`src/rtl/wmf_pkg.sv`:
```
package wmf_pkg;
  localparam int WORD_W = 32;
  localparam int BE_W   = 4;

  typedef enum logic {
    DIR_TX = 1'b0,
    DIR_RX = 1'b1
  } wmf_dir_e;

  typedef struct packed {
    logic err;
    logic uf;
    logic of;
  } wmf_flags_t;
endpackage

```
`src/rtl/wmf_rst_sync.sv`:
```
module wmf_rst_sync (
  input  logic clk,
  input  logic rst_n_in,
  output logic rst_n_out
);
  logic [1:0] sync_q;

  always_ff @(posedge clk or negedge rst_n_in) begin
    if (!rst_n_in) sync_q <= 2'b00;
    else           sync_q <= {sync_q[0], 1'b1};
  end

  assign rst_n_out = sync_q[1];
endmodule

```
`src/rtl/wmf_ctrl.sv`:
```
module wmf_ctrl #(
  parameter int DEPTH = 64,
  localparam int AW    = (DEPTH > 1) ? $clog2(DEPTH) : 1,
  localparam int LVL_W = $clog2(DEPTH + 1)
) (
  input  logic             clk,
  input  logic             rst_n,
  input  logic             fifo_clr,
  input  logic             wr_en,
  input  logic             rd_en,
  input  logic [3:0]       be,
  output logic [AW-1:0]    wptr,
  output logic [AW-1:0]    rptr,
  output logic [LVL_W-1:0] level,
  output logic             push,
  output logic             pop,
  output logic             uf_evt,
  output logic             of_evt,
  output logic             acc_evt,
  output logic             full,
  output logic             empty
);
  localparam logic [AW-1:0]    PTR_LAST = AW'(DEPTH - 1);
  localparam logic [LVL_W-1:0] LVL_MAX  = LVL_W'(DEPTH);

  logic             legal;
  logic [AW-1:0]    wptr_n, rptr_n;
  logic [LVL_W-1:0] level_n;
  logic             ptr_en;

  assign legal = &be;
  assign full  = (level == LVL_MAX);
  assign empty = (level == '0);

  always_comb begin
    push    = wr_en & legal & ~full  & ~fifo_clr;
    pop     = rd_en & legal & ~empty & ~fifo_clr;
    of_evt  = wr_en & legal &  full  & ~fifo_clr;
    uf_evt  = rd_en & legal &  empty & ~fifo_clr;
    acc_evt = (wr_en | rd_en) & ~legal & ~fifo_clr;
  end

  always_comb begin
    wptr_n  = wptr;
    rptr_n  = rptr;
    level_n = level;
    if (fifo_clr) begin
      wptr_n  = '0;
      rptr_n  = '0;
      level_n = '0;
    end else begin
      if (push) wptr_n = (wptr == PTR_LAST) ? '0 : wptr + 1'b1;
      if (pop)  rptr_n = (rptr == PTR_LAST) ? '0 : rptr + 1'b1;
      case ({push, pop})
        2'b10:   level_n = level + 1'b1;
        2'b01:   level_n = level - 1'b1;
        default: level_n = level;
      endcase
    end
  end

  assign ptr_en = fifo_clr | push | pop;

  always_ff @(posedge clk or negedge rst_n) begin
    if (!rst_n) begin
      wptr  <= '0;
      rptr  <= '0;
      level <= '0;
    end else if (ptr_en) begin
      wptr  <= wptr_n;
      rptr  <= rptr_n;
      level <= level_n;
    end
  end
endmodule

```
`src/rtl/wmf_store.sv`:
```
module wmf_store #(
  parameter int DEPTH = 64,
  parameter int W     = 32,
  localparam int AW   = (DEPTH > 1) ? $clog2(DEPTH) : 1
) (
  input  logic          clk,
  input  logic          we,
  input  logic [AW-1:0] waddr,
  input  logic [W-1:0]  wdata,
  input  logic [AW-1:0] raddr,
  output logic [W-1:0]  rdata
);
  logic [W-1:0] mem [DEPTH];

  always_ff @(posedge clk) begin
    if (we) mem[waddr] <= wdata;
  end

  assign rdata = mem[raddr];
endmodule

```
`src/rtl/wmf_alarm.sv`:
```
module wmf_alarm #(
  parameter int LVL_W = 7
) (
  input  logic             clk,
  input  logic             rst_n,
  input  wmf_pkg::wmf_dir_e dir,
  input  logic [LVL_W-1:0] level,
  input  logic [LVL_W-1:0] wm_set,
  input  logic [LVL_W-1:0] wm_clr,
  output logic             alarm
);
  logic set_hit, clr_hit, alarm_n;

  always_comb begin
    if (dir == wmf_pkg::DIR_TX) begin
      set_hit = (level <= wm_set);
      clr_hit = (level >= wm_clr);
    end else begin
      set_hit = (level > wm_set);
      clr_hit = (level < wm_clr);
    end
    if (set_hit)      alarm_n = 1'b1;
    else if (clr_hit) alarm_n = 1'b0;
    else              alarm_n = alarm;
  end

  always_ff @(posedge clk or negedge rst_n) begin
    if (!rst_n) alarm <= 1'b0;
    else        alarm <= alarm_n;
  end
endmodule

```
`src/rtl/wmf_status.sv`:
```
module wmf_status (
  input  logic                clk,
  input  logic                rst_n,
  input  logic                fifo_clr,
  input  logic                uf_evt,
  input  logic                of_evt,
  input  logic                acc_evt,
  input  wmf_pkg::wmf_flags_t clr,
  output wmf_pkg::wmf_flags_t flags
);
  wmf_pkg::wmf_flags_t flags_n;
  logic                flag_en;

  always_comb begin
    flags_n.uf = fifo_clr ? 1'b0 : (uf_evt | (flags.uf & ~clr.uf));
    flags_n.of = fifo_clr ? 1'b0 : (of_evt | (flags.of & ~clr.of));
    if (uf_evt | of_evt | acc_evt)
      flags_n.err = 1'b1;
    else if (clr.err & ~flags_n.uf & ~flags_n.of)
      flags_n.err = 1'b0;
    else
      flags_n.err = flags.err;
  end

  assign flag_en = fifo_clr | uf_evt | of_evt | acc_evt | (|clr);

  always_ff @(posedge clk or negedge rst_n) begin
    if (!rst_n)       flags <= '0;
    else if (flag_en) flags <= flags_n;
  end
endmodule

```
`src/rtl/wm_dma_fifo.sv`:
```
module wm_dma_fifo #(
  parameter int DEPTH  = 64,
  localparam int LVL_W = $clog2(DEPTH + 1)
) (
  input  logic             clk,
  input  logic             rst_n,
  input  logic             fifo_clr,
  input  logic             dir_rx,
  input  logic [LVL_W-1:0] wm_alarm,
  input  logic [LVL_W-1:0] wm_gran,
  input  logic             wr_en,
  input  logic             rd_en,
  input  logic [3:0]       be,
  input  logic [31:0]      wdata,
  output logic [31:0]      rdata,
  input  logic [2:0]       clr_mask,
  output logic             err,
  output logic             uf,
  output logic             of,
  output logic             full,
  output logic             empty,
  output logic             alarm,
  output logic             dma_fill_req,
  output logic             dma_drain_req
);
  localparam int AW = (DEPTH > 1) ? $clog2(DEPTH) : 1;

  logic                rst_sync_n;
  logic [AW-1:0]       wptr, rptr;
  logic [LVL_W-1:0]    level;
  logic                push, pop, uf_evt, of_evt, acc_evt;
  logic [31:0]         head_word;
  wmf_pkg::wmf_flags_t flags, clr_flags;
  wmf_pkg::wmf_dir_e   dir;

  assign dir       = dir_rx ? wmf_pkg::DIR_RX : wmf_pkg::DIR_TX;
  assign clr_flags = wmf_pkg::wmf_flags_t'(clr_mask);

  wmf_rst_sync u_rst (
    .clk       (clk),
    .rst_n_in  (rst_n),
    .rst_n_out (rst_sync_n)
  );

  wmf_ctrl #(.DEPTH(DEPTH)) u_ctrl (
    .clk      (clk),
    .rst_n    (rst_sync_n),
    .fifo_clr (fifo_clr),
    .wr_en    (wr_en),
    .rd_en    (rd_en),
    .be       (be),
    .wptr     (wptr),
    .rptr     (rptr),
    .level    (level),
    .push     (push),
    .pop      (pop),
    .uf_evt   (uf_evt),
    .of_evt   (of_evt),
    .acc_evt  (acc_evt),
    .full     (full),
    .empty    (empty)
  );

  wmf_store #(.DEPTH(DEPTH), .W(wmf_pkg::WORD_W)) u_store (
    .clk   (clk),
    .we    (push),
    .waddr (wptr),
    .wdata (wdata),
    .raddr (rptr),
    .rdata (head_word)
  );

  wmf_alarm #(.LVL_W(LVL_W)) u_alarm (
    .clk    (clk),
    .rst_n  (rst_sync_n),
    .dir    (dir),
    .level  (level),
    .wm_set (wm_alarm),
    .wm_clr (wm_gran),
    .alarm  (alarm)
  );

  wmf_status u_status (
    .clk      (clk),
    .rst_n    (rst_sync_n),
    .fifo_clr (fifo_clr),
    .uf_evt   (uf_evt),
    .of_evt   (of_evt),
    .acc_evt  (acc_evt),
    .clr      (clr_flags),
    .flags    (flags)
  );

  assign rdata         = pop ? head_word : '0;
  assign err           = flags.err;
  assign uf            = flags.uf;
  assign of            = flags.of;
  assign dma_fill_req  = alarm & (dir == wmf_pkg::DIR_TX);
  assign dma_drain_req = alarm & (dir == wmf_pkg::DIR_RX);
endmodule

```
`config.mk`:
```
export PLATFORM = sky130hd
export DESIGN_NAME = wm_dma_fifo
export DESIGN_NICKNAME = d
export VERILOG_FILES = /design/src/rtl/wmf_pkg.sv /design/src/rtl/wmf_rst_sync.sv /design/src/rtl/wmf_ctrl.sv /design/src/rtl/wmf_store.sv /design/src/rtl/wmf_alarm.sv /design/src/rtl/wmf_status.sv /design/src/rtl/wm_dma_fifo.sv
export SDC_FILE = /design/constraint.sdc
export NUM_CORES = 2
export LEC_CHECK = 0
export BUFFER_PORTS_ARGS = -buffer_cell sky130_fd_sc_hd__buf_2
export CAP_MARGIN = 20
export CELL_PAD_IN_SITES_DETAIL_PLACEMENT = 1
export CELL_PAD_IN_SITES_GLOBAL_PLACEMENT = 2
export CORE_AREA = 5 5 388 390
export DETAILED_ROUTE_END_ITERATION = 8
export DIE_AREA = 0 0 393 395
export GPL_TIMING_DRIVEN = 1
export PLACE_DENSITY_LB_ADDON = 0.1
export SYNTH_ARGS = -nofsm -noshare
export SYNTH_HDL_FRONTEND = slang
export SYNTH_SLANG_ARGS = --single-unit
export TNS_END_PERCENT = 50
```
`constraint.sdc`:
```
create_clock -name clk -period 6.2 [get_ports clk]
set_input_delay 0.62 -clock clk [delete_from_list [all_inputs] [get_ports clk]]
set_output_delay 0.62 -clock clk [all_outputs]
set_load 0.02 [all_outputs]
```
==> reports/qor.csv <==
stage;metric;value;unit
cts;maximum clock path buffer count;3;
logic_synthesis;Unique masters post-synth;63;
logic_synthesis;dominant synthesized flop cell;edfxtp_1;
worst_setup_path;CP endpoint kind;output port;
pwr;Cell Pwr Density;307;nW/um2
worst_setup_path;data required time at the worst endpoint;5.58;ns
pwr;Worst IR Drop VDD;238;uV
worst_setup_path;worst path cell trace;buf_12 -> buf_12 -> buf_4 -> mux4_2 -> mux4_2 -> a22oi_1 -> o21ai_1 -> buf_2;
logic_synthesis;post-synthesis cell area;80000;um2
logic_synthesis;main area contributors after synthesis;edfxtp_1 77%, mux4_2 16%, dfrtp_1 0.78%;
cts;TritonCTS clock tree;done;
detailed_routing;Wirelength per Cell;39.6;um
floorplan;row count;141;
global_routing;pin count of the biggest net entering global routing;78;
sta;maximum operating frequency;187;MHz
placement;routability cong.;0.847;
floorplan;Die Span X;393;um
sta;actual transition at the worst max-transition pin;1.19;ns
sta;final number of hold-violating endpoints;0;
cts;buffer type at the clock tree root;clkbuf_16;
detailed_routing;vias per inst;6.84;
layout;register cell area after layout;62100;um2
flow_run;number of maximum-capacitance constraint violations;0;
cts;post-CTS clock slew at the launch and capture registers of the worst setup and hold paths;0.06;ns
logic_synthesis;library cell occupying the most area in the post-synthesis netlist;edfxtp_1;
detailed_routing;post-route ant nets;0;
placement;detailed placement HPWL;138000;um
cts;clock network latency to the later pin of the worst-skew pair;0.84;ns
layout;relative area change from synthesis to final layout;13.4;%
floorplan;effective utilization at floorplan;54.5;%
logic_synthesis;net count after synthesis;3503;
logic_synthesis;fraction of registers with async set/reset;1.21;%
floorplan;Placeable Area;147000;um2
global_routing;total track usage;30.1;%
pwr;leakage power total;27.8;nW
floorplan;number of top-level pins;99;
detailed_routing;Final Routed Wirelength;231000;um
detailed_routing;via count of the routed design;39800;
layout;most common cell after layout, fill and taps aside;edfxtp_1;
floorplan;die height;395;um
sta;worst-case clock skew;0.0273;ns
sta;worst hold-check slack;0.109;ns
logic_synthesis;synthesized area per cell;23.3;um2
logic_synthesis;Yosys Warn Count;0;
sta;RSZ-0062 raised after global routing;no;
worst_setup_path;largest incremental delay on the critical path;0.94;ns
detailed_routing;Detailed Routing Iterations Pass 1;5;
sta;total negative slack;0;ns
global_routing;number of global-route vias before repair;40400;
global_routing;wire length of the first global-routing pass;324000;um
floorplan;die area;155000;um2
detailed_routing;DR DRC count;0;
worst_setup_path;worst path bufs/invs;4;
run_status;result of the run;finished clean;
logic_synthesis;portion of synthesized cell area occupied by the leading cell type;76.9;%
layout;number of nets in the layout;3796;
layout;summed area of non-filler cells in the final layout;90700;um2
layout;number of fillers in the final layout;11700;
cts;H-tree depth;4;
cts;clock sink count;2073;
logic_synthesis;count of flip-flops with a built-in enable after synthesis;2048;
logic_synthesis;share of synthesized area occupied by flip-flops and latches;77.7;%
logic_synthesis;FF+latch count, synth;2073;
pwr;final total power;0.0278;W
sta;Setup violations, final;0;
sta;Max Slew Vio Count;0;
worst_setup_path;Max FO, Critical Path;26;
layout;top library cells by usage in the layout, fill and taps aside;2048 x edfxtp_1, 583 x mux4_2, 208 x clkbuf_16;
worst_setup_path;crit path launch type;register;
sta;Max transition margin;20.3;%
layout;fraction of final layout cells with drive strength greater than 1;31.3;%
placement;placed standard-cell area;84100;um2
sta;final critical path time including I/O delays and setup;5.34;ns
detailed_routing;violation count after the first detailed-route iteration;5443;
global_routing;GRT Residual Overflow;0;
placement;Port-buffer cells;98;
worst_setup_path;kind of cell with the highest combined delay on the critical path;buffers and inverters;
layout;area taken by multi-input logic gates;17300;um2
worst_setup_path;Arrival @ worst endpoint;4.72;ns
hold_path;class of the most critical hold timing path;in2async;
global_routing;initial antenna violation count;21;
worst_setup_path;critical path start-end classification;reg2out;
cts;Inserted Clock Buffers;205;
logic_synthesis;synthesized instance count;3426;
sta;part of the cycle the worst path needs;86.1;%
worst_setup_path;critical path's slowest cell;dfrtp_4;
[final timing paths]
| kind | from | to | slack [ns] | cells past startpoint |
|---|---|---|---|---|
| worst max-delay path | u_ctrl.rptr[0] | rdata[30] | 0.86 | 8 |
| worst min-delay path | rst_n | u_rst.sync_q[1] | 0.11 | 2 |
| worst max register to register | u_ctrl.level[1] | u_store.mem[23][26] | 2.04 | 6 |
| worst min register to register | u_rst.sync_q[1] | u_status.flags[1] | 0.23 | 1 |
| max in group asynchronous | u_rst.sync_q[1] | u_ctrl.rptr[1] | 5.66 | 1 |
| min in group clk | rd_en | u_status.flags[1] | 0.14 | 3 |
[cell families (layout without fill, tap and decap cells)]
kind of cell    after synthesis  after routing  synth area share (%)
fa+ha+maj                    18             18                 0.282
flops                      2073           2073                  77.7
mux                         659            659                  17.4
compound gates              201            201                  1.74
xor+xnor                     11             11                 0.120
other cells                   1              7               0.00469
buf+inv                     204            660                  1.27
simple gates                259            259                  1.50
[power by group]
group | internal [W] | switching, W | leakage [nW]
Clock | 0.00685 | 0.00520 | 3.13
Sequential | 0.0154 | 0.00000300 | 18.7
Combinational | 0.0000488 | 0.000328 | 5.98
[timing repair]
action | in CTS | in global routing
hold buffers | 2 | 0
hold endpoints to repair | 3 | 0
gates resized for setup | 0 | 0
buffers inserted | 0 | 0
[stage by stage]
stage          util [%]  std cells  setup slack (ns)
6_report           61.8       5818             0.859
5_1_grt            61.8       5812             0.758
4_1_cts            61.7       5807             0.840
3_5_place_dp       57.3       5435              1.67
3_3_place_gp       57.1       5419              1.73
2_1_floorplan         -       3426              2.46
[per-layer routing]
layer | vias up | routed length, um | track usage, %
met5 | - | 41 | 0.0627
met4 | 6 | 6640 | 8.34
met3 | 310 | 24000 | 6.42
met2 | 2346 | 108000 | 45.5
met1 | 21900 | 92300 | 45.5
li1 | 15300 | - | -
[synth_stat cells, drive strengths merged, types with 6 or more instances]
master,count
buf,124
xnor2,6
mux2i,62
o21ai,37
clkbuf,54
nor2,114
a32oi,7
nand3,20
dfrtp,25
o22ai,12
mux4,583
a31oi,12
nor3,9
nand4,8
a22oi,45
inv,25
a21oi,23
and2,7
o31ai,8
mux2,14
a22o,7
nor2b,15
ha,18
edfxtp,2048
nand2,59
o211ai,8
a211oi,9
[sequential cells by signal (all words and copies together) (netlist names)]
signal and flops:
u_ctrl.rptr 6, u_store.mem 2048, u_ctrl.level 7, u_status.flags 3, u_ctrl.wptr 6, u_rst.sync_q 2
u_alarm.alarm 1
[layout make-up]
class / count / area share, %
diodes: 6 / 0.0166
clock buffers: 261 / 5.96
clock inverters: 109 / 1.14
inverters: 26 / 0.116
multi-input cells: 1149 / 19.1
flip-flops and latches: 2073 / 68.5
well taps: 1930 / 2.66
repair buffers: 264 / 2.47
No activity file was read; power rests on OpenSTA's default activity.
